File: src/rtl/nvm_pkg.sv
package nvm_pkg;

    typedef enum logic [2:0] {
        FS_IDLE,
        FS_HDR,
        FS_DATA,
        FS_READ,
        FS_ARMED,
        FS_DONE
    } frame_st_e;

    typedef enum logic [1:0] {
        OP_EXT   = 2'b00,
        OP_WRITE = 2'b01,
        OP_READ  = 2'b10,
        OP_ERASE = 2'b11
    } opcode_e;

    typedef enum logic [1:0] {
        EXT_LOCK   = 2'b00,
        EXT_FILL   = 2'b01,
        EXT_BLANK  = 2'b10,
        EXT_UNLOCK = 2'b11
    } ext_e;

    typedef enum logic [2:0] {
        PK_NONE,
        PK_WRITE,
        PK_ERASE,
        PK_BLANK_ALL,
        PK_FILL_ALL
    } prog_kind_e;

endpackage

File: src/rtl/nvm_frame_rx.sv
module nvm_frame_rx
    import nvm_pkg::*;
#(
    parameter int ADDR_W = 7,
    parameter int DATA_W = 8
) (
    input  logic              clk,
    input  logic              rst_n,
    input  logic              sel_i,
    input  logic              sclk_i,
    input  logic              sdi_i,
    input  logic              ready_i,
    input  logic [DATA_W-1:0] rd_data_i,
    output logic [ADDR_W-1:0] rd_addr_o,
    output logic              dout_o,
    output logic              commit_o,
    output prog_kind_e        kind_o,
    output logic [ADDR_W-1:0] addr_o,
    output logic [DATA_W-1:0] data_o,
    output logic              lock_clr_o,
    output logic              lock_set_o
);

    localparam int HDR_W   = ADDR_W + 2;
    localparam int CNT_MAX = (HDR_W > DATA_W) ? HDR_W : DATA_W;
    localparam int CNT_W   = $clog2(CNT_MAX + 1);

    typedef struct packed {
        frame_st_e         st;
        logic              sclk_prev;
        logic [HDR_W-2:0]  hdr;
        logic [DATA_W-1:0] wdat;
        logic [DATA_W-1:0] rsh;
        logic [CNT_W-1:0]  cnt;
        logic              dout;
        prog_kind_e        kind;
    } rx_state_t;

    localparam rx_state_t RX_RST = '{
        st:        FS_IDLE,
        sclk_prev: 1'b0,
        hdr:       '0,
        wdat:      '0,
        rsh:       '0,
        cnt:       '0,
        dout:      1'b1,
        kind:      PK_NONE
    };

    rx_state_t        s_d, s_q;
    logic             rise;
    logic [HDR_W-1:0] hdr_next;

    always_comb begin
        s_d         = s_q;
        s_d.sclk_prev = sclk_i;
        rise        = sclk_i & ~s_q.sclk_prev;
        hdr_next    = {s_q.hdr, sdi_i};
        rd_addr_o   = hdr_next[ADDR_W-1:0];
        commit_o    = 1'b0;
        lock_clr_o  = 1'b0;
        lock_set_o  = 1'b0;

        if (!sel_i) begin
            commit_o = (s_q.st == FS_ARMED);
            s_d.st   = FS_IDLE;
            s_d.cnt  = '0;
            s_d.dout = 1'b1;
        end else if (rise && ready_i) begin
            case (s_q.st)
                FS_IDLE: begin
                    if (sdi_i) begin
                        s_d.st  = FS_HDR;
                        s_d.cnt = '0;
                    end
                end
                FS_HDR: begin
                    s_d.hdr = hdr_next[HDR_W-2:0];
                    s_d.cnt = s_q.cnt + CNT_W'(1);
                    if (s_q.cnt == CNT_W'(HDR_W - 1)) begin
                        s_d.cnt = '0;
                        case (opcode_e'(hdr_next[HDR_W-1 -: 2]))
                            OP_READ: begin
                                s_d.st   = FS_READ;
                                s_d.rsh  = rd_data_i;
                                s_d.dout = 1'b0;
                            end
                            OP_WRITE: begin
                                s_d.kind = PK_WRITE;
                                s_d.st   = FS_DATA;
                            end
                            OP_ERASE: begin
                                s_d.kind = PK_ERASE;
                                s_d.st   = FS_ARMED;
                            end
                            default: begin
                                case (ext_e'(hdr_next[ADDR_W-1 -: 2]))
                                    EXT_UNLOCK: begin
                                        lock_clr_o = 1'b1;
                                        s_d.st     = FS_DONE;
                                    end
                                    EXT_LOCK: begin
                                        lock_set_o = 1'b1;
                                        s_d.st     = FS_DONE;
                                    end
                                    EXT_BLANK: begin
                                        s_d.kind = PK_BLANK_ALL;
                                        s_d.st   = FS_ARMED;
                                    end
                                    default: begin
                                        s_d.kind = PK_FILL_ALL;
                                        s_d.st   = FS_DATA;
                                    end
                                endcase
                            end
                        endcase
                    end
                end
                FS_DATA: begin
                    s_d.wdat = {s_q.wdat[DATA_W-2:0], sdi_i};
                    s_d.cnt  = s_q.cnt + CNT_W'(1);
                    if (s_q.cnt == CNT_W'(DATA_W - 1)) begin
                        s_d.st = FS_ARMED;
                    end
                end
                FS_READ: begin
                    if (s_q.cnt == CNT_W'(DATA_W)) begin
                        s_d.st   = FS_DONE;
                        s_d.dout = 1'b1;
                    end else begin
                        s_d.dout = s_q.rsh[DATA_W-1];
                        s_d.rsh  = {s_q.rsh[DATA_W-2:0], 1'b0};
                        s_d.cnt  = s_q.cnt + CNT_W'(1);
                    end
                end
                default: begin
                end
            endcase
        end
    end

    always_ff @(posedge clk) begin
        if (!rst_n) begin
            s_q <= RX_RST;
        end else begin
            s_q <= s_d;
        end
    end

    assign dout_o = s_q.dout;
    assign kind_o = s_q.kind;
    assign addr_o = s_q.hdr[ADDR_W-1:0];
    assign data_o = s_q.wdat;

endmodule

File: src/rtl/nvm_store.sv
module nvm_store
    import nvm_pkg::*;
#(
    parameter int ADDR_W = 7,
    parameter int DATA_W = 8
) (
    input  logic              clk,
    input  logic              rst_n,
    input  logic              commit_i,
    input  prog_kind_e        kind_i,
    input  logic [ADDR_W-1:0] addr_i,
    input  logic [DATA_W-1:0] data_i,
    input  logic              lock_clr_i,
    input  logic              lock_set_i,
    input  logic [ADDR_W-1:0] rd_addr_i,
    output logic [DATA_W-1:0] rd_data_o,
    output logic              wen_o,
    output logic              accept_o
);

    localparam int                DEPTH = 1 << ADDR_W;
    localparam logic [DATA_W-1:0] BLANK = '1;

    logic [DATA_W-1:0] mem_d [DEPTH];
    logic [DATA_W-1:0] mem_q [DEPTH];
    logic              wen_d, wen_q;

    always_comb begin
        mem_d    = mem_q;
        wen_d    = wen_q;
        accept_o = commit_i && wen_q && (kind_i != PK_NONE);

        if (lock_clr_i) begin
            wen_d = 1'b1;
        end else if (lock_set_i) begin
            wen_d = 1'b0;
        end

        if (accept_o) begin
            case (kind_i)
                PK_WRITE: mem_d[addr_i] = data_i;
                PK_ERASE: mem_d[addr_i] = BLANK;
                PK_BLANK_ALL: begin
                    for (int i = 0; i < DEPTH; i++) mem_d[i] = BLANK;
                end
                PK_FILL_ALL: begin
                    for (int i = 0; i < DEPTH; i++) mem_d[i] = data_i;
                end
                default: begin
                end
            endcase
        end
    end

    always_ff @(posedge clk) begin
        if (!rst_n) begin
            for (int i = 0; i < DEPTH; i++) mem_q[i] <= BLANK;
            wen_q <= 1'b0;
        end else begin
            mem_q <= mem_d;
            wen_q <= wen_d;
        end
    end

    assign rd_data_o = mem_q[rd_addr_i];
    assign wen_o     = wen_q;

endmodule

File: src/rtl/nvm_prog_timer.sv
module nvm_prog_timer #(
    parameter int PROG_CYCLES = 1_200_000
) (
    input  logic clk,
    input  logic rst_n,
    input  logic start_i,
    output logic busy_o
);

    localparam int CW = $clog2(PROG_CYCLES + 1);

    logic [CW-1:0] cnt_d, cnt_q;

    always_comb begin
        cnt_d = cnt_q;
        if (start_i) begin
            cnt_d = CW'(PROG_CYCLES);
        end else if (cnt_q != '0) begin
            cnt_d = cnt_q - CW'(1);
        end
    end

    always_ff @(posedge clk) begin
        if (!rst_n) begin
            cnt_q <= '0;
        end else begin
            cnt_q <= cnt_d;
        end
    end

    assign busy_o = (cnt_q != '0);

endmodule

File: src/rtl/serial_nvm_slave.sv
module serial_nvm_slave
    import nvm_pkg::*;
#(
    parameter int ADDR_W      = 7,
    parameter int DATA_W      = 8,
    parameter int PROG_CYCLES = 1_200_000
) (
    input  logic clk,
    input  logic rst_n,
    input  logic sel_i,
    input  logic sclk_i,
    input  logic sdi_i,
    output logic sdo_o
);

    logic              prog_busy;
    logic              prog_accept;
    logic              wen_en;
    logic              rx_dout;
    logic              rx_commit;
    prog_kind_e        rx_kind;
    logic [ADDR_W-1:0] rx_addr;
    logic [DATA_W-1:0] rx_data;
    logic              rx_lock_clr;
    logic              rx_lock_set;
    logic [ADDR_W-1:0] rd_addr;
    logic [DATA_W-1:0] rd_data;

    nvm_frame_rx #(
        .ADDR_W (ADDR_W),
        .DATA_W (DATA_W)
    ) u_rx (
        .clk        (clk),
        .rst_n      (rst_n),
        .sel_i      (sel_i),
        .sclk_i     (sclk_i),
        .sdi_i      (sdi_i),
        .ready_i    (~prog_busy),
        .rd_data_i  (rd_data),
        .rd_addr_o  (rd_addr),
        .dout_o     (rx_dout),
        .commit_o   (rx_commit),
        .kind_o     (rx_kind),
        .addr_o     (rx_addr),
        .data_o     (rx_data),
        .lock_clr_o (rx_lock_clr),
        .lock_set_o (rx_lock_set)
    );

    nvm_store #(
        .ADDR_W (ADDR_W),
        .DATA_W (DATA_W)
    ) u_store (
        .clk        (clk),
        .rst_n      (rst_n),
        .commit_i   (rx_commit),
        .kind_i     (rx_kind),
        .addr_i     (rx_addr),
        .data_i     (rx_data),
        .lock_clr_i (rx_lock_clr),
        .lock_set_i (rx_lock_set),
        .rd_addr_i  (rd_addr),
        .rd_data_o  (rd_data),
        .wen_o      (wen_en),
        .accept_o   (prog_accept)
    );

    nvm_prog_timer #(
        .PROG_CYCLES (PROG_CYCLES)
    ) u_timer (
        .clk     (clk),
        .rst_n   (rst_n),
        .start_i (prog_accept),
        .busy_o  (prog_busy)
    );

    always_comb begin
        if (!sel_i) begin
            sdo_o = 1'b1;
        end else if (prog_busy) begin
            sdo_o = 1'b0;
        end else begin
            sdo_o = rx_dout;
        end
    end

endmodule

File: config.mk
export PLATFORM = sky130hd
export DESIGN_NAME = serial_nvm_slave
export DESIGN_NICKNAME = d
export VERILOG_FILES = /design/src/rtl/nvm_pkg.sv /design/src/rtl/nvm_frame_rx.sv /design/src/rtl/nvm_store.sv /design/src/rtl/nvm_prog_timer.sv /design/src/rtl/serial_nvm_slave.sv
export SDC_FILE = /design/constraint.sdc
export NUM_CORES = 2
export LEC_CHECK = 0
export ABC_AREA = 1
export ABC_CLOCK_PERIOD_IN_PS = 2200
export BUFFER_PORTS_ARGS = -buffer_cell sky130_fd_sc_hd__buf_2
export CAP_MARGIN = 20
export CORE_MARGIN = 1.5
export CORE_UTILIZATION = 45
export CTS_CLUSTER_SIZE = 30
export DETAILED_ROUTE_END_ITERATION = 6
export PLACE_DENSITY_LB_ADDON = 0.25
export SLEW_MARGIN = 20
export SYNTH_ARGS = -nofsm -noshare
export SYNTH_HDL_FRONTEND = slang
export SYNTH_SLANG_ARGS = --single-unit
File: constraint.sdc
create_clock -name clk -period 2.2 [get_ports clk]
set_clock_uncertainty 0.15 [all_clocks]
set_input_delay 0.22 -clock clk [delete_from_list [all_inputs] [get_ports clk]]
set_output_delay 0.22 -clock clk [all_outputs]
set_load 0.02 [all_outputs]
==> flow_summary.ini <==
[run_status]
run_status = complete, but fails checks
violations = setup timing

[die]
die_w_um = 356.0
die_height_um = 356.0
top_level_ports = 6
initial_core_util_pct = 45.36
fp.dieArea_mm2 = 0.1268
total_core_area_mm2 = 0.1236
placement_rows = 129

[drt]
met1Wirelength_um = 95200
finalWirelength_um = 246800
ratio_of_routed_vias_to_standard_cells = 6.278
dr_wl_met3_um = 30760
wl_met2_um = 105200
route.antenna.remaining_nets = 0
routedWlPerCell_um = 24.13
maxUsedRoutingLayer = met5
dr.first_iter.drc_count = 9360
drt_pre_antenna_iters = 7
vias = 64200
drc_violations_left = 0

[synth]
synth.largest_area_cell = sky130_fd_sc_hd__dfxtp_1
ys.warnings.count = 0
syn_area_mm2 = 0.05609
yosysMostFrequentCell = sky130_fd_sc_hd__nand2_1
yosys-top-cells-area = sky130_fd_sc_hd__dfxtp_1 (39%), sky130_fd_sc_hd__nand2_1 (16%), sky130_fd_sc_hd__o22ai_1 (12%), sky130_fd_sc_hd__a21oi_1 (10%), sky130_fd_sc_hd__nor2_1 (4.4%)
share_of_async_settable_or_async_resettable_flops_after_synthesis_pct = 0
postSynth.topFlopCell = sky130_fd_sc_hd__dfxtp_1
synth-edff-count = 0
part_of_the_yosys_area_used_for_sequential_elements_pct = 38.62
syn_avg_cell_area_um2 = 6.887
syn-num-nets = 8162
synth.top_cells.by_count = sky130_fd_sc_hd__nand2_1 (2415), sky130_fd_sc_hd__a21oi_1 (1126), sky130_fd_sc_hd__dfxtp_1 (1082), sky130_fd_sc_hd__o22ai_1 (1039), sky130_fd_sc_hd__nor2_1 (658)
post_synth_inst_count = 8144
synth_seq_cells = 1082
yosys.cell_types.count = 45
post-synth-top-area-fraction_pct = 38.62

[critical_path]
required_ps = 1830
cp.arrival_ps = 2030
crit_path_end_kind = output port
critical_path.top_delay_family = simple AND/OR/NAND/NOR gates
worstPathBufferInverterCount = 4
critical_path_class = flip-flop to output port
max_stage_delay_ps = 330
path_depth = 10
cp_max_fo = 2
critical_path_slowest_stage_cell = sky130_fd_sc_hd__dfxtp_2
rr_worst_depth = 15
r2r_setup_slack_ps = -170
crit-reg2reg-capture = u_rx.s_q[12]
worstReg2RegStart = u_rx.addr_o[0]
critical_path.cell_chain = inv_2 > ha_4 > inv_2 > nor3_4 > nand2_1 > nor2_2 > buf_4 > nand2_2 > nand2_2 > buf_6
crit_path_start_kind = flip-flop

[final_layout]
non_filler_cells_in_the_finished_layout = 10227
post_route_cells_drive_above_1_share_pct = 27.58
area_delta_synth_final_pct = 34.44
layout.cell_area.non_filler_mm2 = 0.07540
post-route-util_pct = 60.99
fillerInstances = 10607
number_of_nets_in_the_finished_design = 8508
antenna-diode-count = 0

[global_route]
grt_antenna_before_repair = 2
grt_start_max_net_pins = 131
gr-usage-all-layers_pct = 35.32
first_pass_grt_wire_length_um = 351500
via_count_of_the_first_global_routing_pass = 57398
grt_remaining_overflow = 0

[cts]
ctsRootBufferMaster = sky130_fd_sc_hd__clkbuf_16
reg_clk_slew_reported_paths_ps = 60
tritoncts_num_sinks = 1082
cts_max_path_buffers = 3
tritoncts_clock_tree = yes
worst_skew_pair.late_latency_ps = 800
cts.htree.levels = 3
cts-buffers-inserted = 121

[power_and_ir_drop]
comb_power_share_pct = 7.7
vdd_ir_drop_max_uv = 669.3
seqPwrFrac_pct = 45.0
power_report.internal_total_mw = 33.06
leakage_dissipation_nw = 31.20
cellPowerDensity_mw_per_mm2 = 587.0
switching_power_mw = 11.20
switching_share_pct = 25.31
power.clock.fraction_pct = 47.4

[placed_design]
placedInstanceArea_mm2 = 0.06102
globalplace.congestion = 0.9615
post-dp-hpwl_um = 140100
port_buffers = 5
placement.setup.worst_slack_ps = -414.1
post-place-cells = 9669

[timing]
rsz0062_at_grt = yes
timing.final.hold_violations = 0
timing.slew.headroom_pct = 57.09
worstMarginPinSlew_ps = 643.6
tmin_final_ps = 2397
timing_max_transition_violations_final = 0
max_freq_ghz = 0.4172
fin_crit_sh_pct = 109.0
postLayoutSetupSlackWorst_ps = -197.0
endpoints_failing_setup = 112

[worst_hold_path]
worstHoldPathCells = 5
hp-class = input port to flip-flop
worst_hold_startpoint = sdi_i
hold_end = u_rx.data_o[0]

[run]
maxCapViolations = 0
==> how the worst max path moves through the flow <==
stage,slack (ps),endpoint,startpoint
after floorplan,220,u_rx.s_q[10],u_timer.cnt_q[0]
after global placement,-370,u_rx.s_q[15],sdi_i
after detailed placement,-410,flip-flop,u_rx.addr_o[4]
after CTS,-210,sdo_o,u_timer.cnt_q[3]
after global routing,-270,sdo_o,u_timer.cnt_q[1]
final,-200,sdo_o,u_timer.cnt_q[1]
==> layout by cell type, fill, tap and decap left out, types with 148 or more instances in the layout <==
master / n
sky130_fd_sc_hd__buf_12: 230
sky130_fd_sc_hd__o22ai_1: 834
sky130_fd_sc_hd__o22ai_2: 202
sky130_fd_sc_hd__buf_4: 412
sky130_fd_sc_hd__o21ai_4: 188
sky130_fd_sc_hd__inv_1: 282
sky130_fd_sc_hd__a21oi_1: 828
sky130_fd_sc_hd__clkbuf_16: 148
sky130_fd_sc_hd__nor2_1: 432
sky130_fd_sc_hd__dfxtp_1: 1064
sky130_fd_sc_hd__a21oi_2: 270
sky130_fd_sc_hd__nand2_1: 2291
sky130_fd_sc_hd__o21ai_0: 226
==> worst reg2reg max path, stage by stage, from the launching register on <==
cell,delay [ps]
sky130_fd_sc_hd__dfxtp_4,440
sky130_fd_sc_hd__clkinv_8,110
sky130_fd_sc_hd__buf_12,160
sky130_fd_sc_hd__buf_16,150
sky130_fd_sc_hd__buf_12,130
sky130_fd_sc_hd__buf_12,120
sky130_fd_sc_hd__o21ai_0,80
sky130_fd_sc_hd__o22ai_1,100
sky130_fd_sc_hd__buf_4,150
sky130_fd_sc_hd__nand2_2,100
sky130_fd_sc_hd__nand3_2,110
sky130_fd_sc_hd__a21oi_2,150
sky130_fd_sc_hd__buf_4,120
sky130_fd_sc_hd__nand2_1,40
sky130_fd_sc_hd__nand3_1,80
sky130_fd_sc_hd__a21oi_1,70
==> per-stage QoR <==
step	setup TNS, ps	hold slack [ps]	power [mW]
final	-4839	109.4	44.27
after global routing	-22020	91.29	45.36
after CTS	-6388	66.70	43.90
after detailed placement	-207320	304.3	22.98
after global placement	-235510	297.5	22.93
after floorplan	0	163.5	22.00
==> timing repair <==
action                                  4_1_cts  5_1_grt
pin swaps                                   163      369
setup buffers                               133      105
gates cloned                                 69       63
hold endpoints to repair                    386        0
hold buffers                                  4        0
gates resized for setup                     512     1192
endpoints found under the setup margin     1032     1049
==> cell families (layout without fill, tap and decap cells) <==
kind of cell	count (synthesis)	in the layout	synth area share [%]
and+or+nand+nor	3280	3280	22.76
AOI/OAI and AO/OA	2651	2736	28.29
buffers and inverters	1111	1472	9.934
DFF	1082	1082	38.62
adders and majority gates	13	13	0.2900
xor gates and xnor gates	7	7	0.1093
==> metal layers <==
layer  GRT usage (%)  up-vias
li1                -    28502
met1           47.55    30243
met2           52.69     4503
met3           6.904      950
met4           19.97        2
met5               0        -
==> power groups by stage <==
stage,Clock [mW],Combinational [mW],Sequential [mW]
final,21.0,3.39,19.9
after global routing,21.8,3.66,19.9
after floorplan,0,1.72,20.3
after detailed placement,0,2.67,20.3
after global placement,0,2.63,20.3
after CTS,21.1,2.96,19.9
==> final cells by class <==
type                       count  area (um2)  share of cell area, %
inverter                     412        1804                  2.393
sequential                  1082       21700                  28.78
multi-input combinational   6036       35040                  46.47
clock buffer                 185        3590                  4.761
timing repair buffer         837       10760                  14.27
clock inverter                38       461.7                 0.6123
tap                         1637        2048                  2.716
Power figures use the tool's default switching activity.
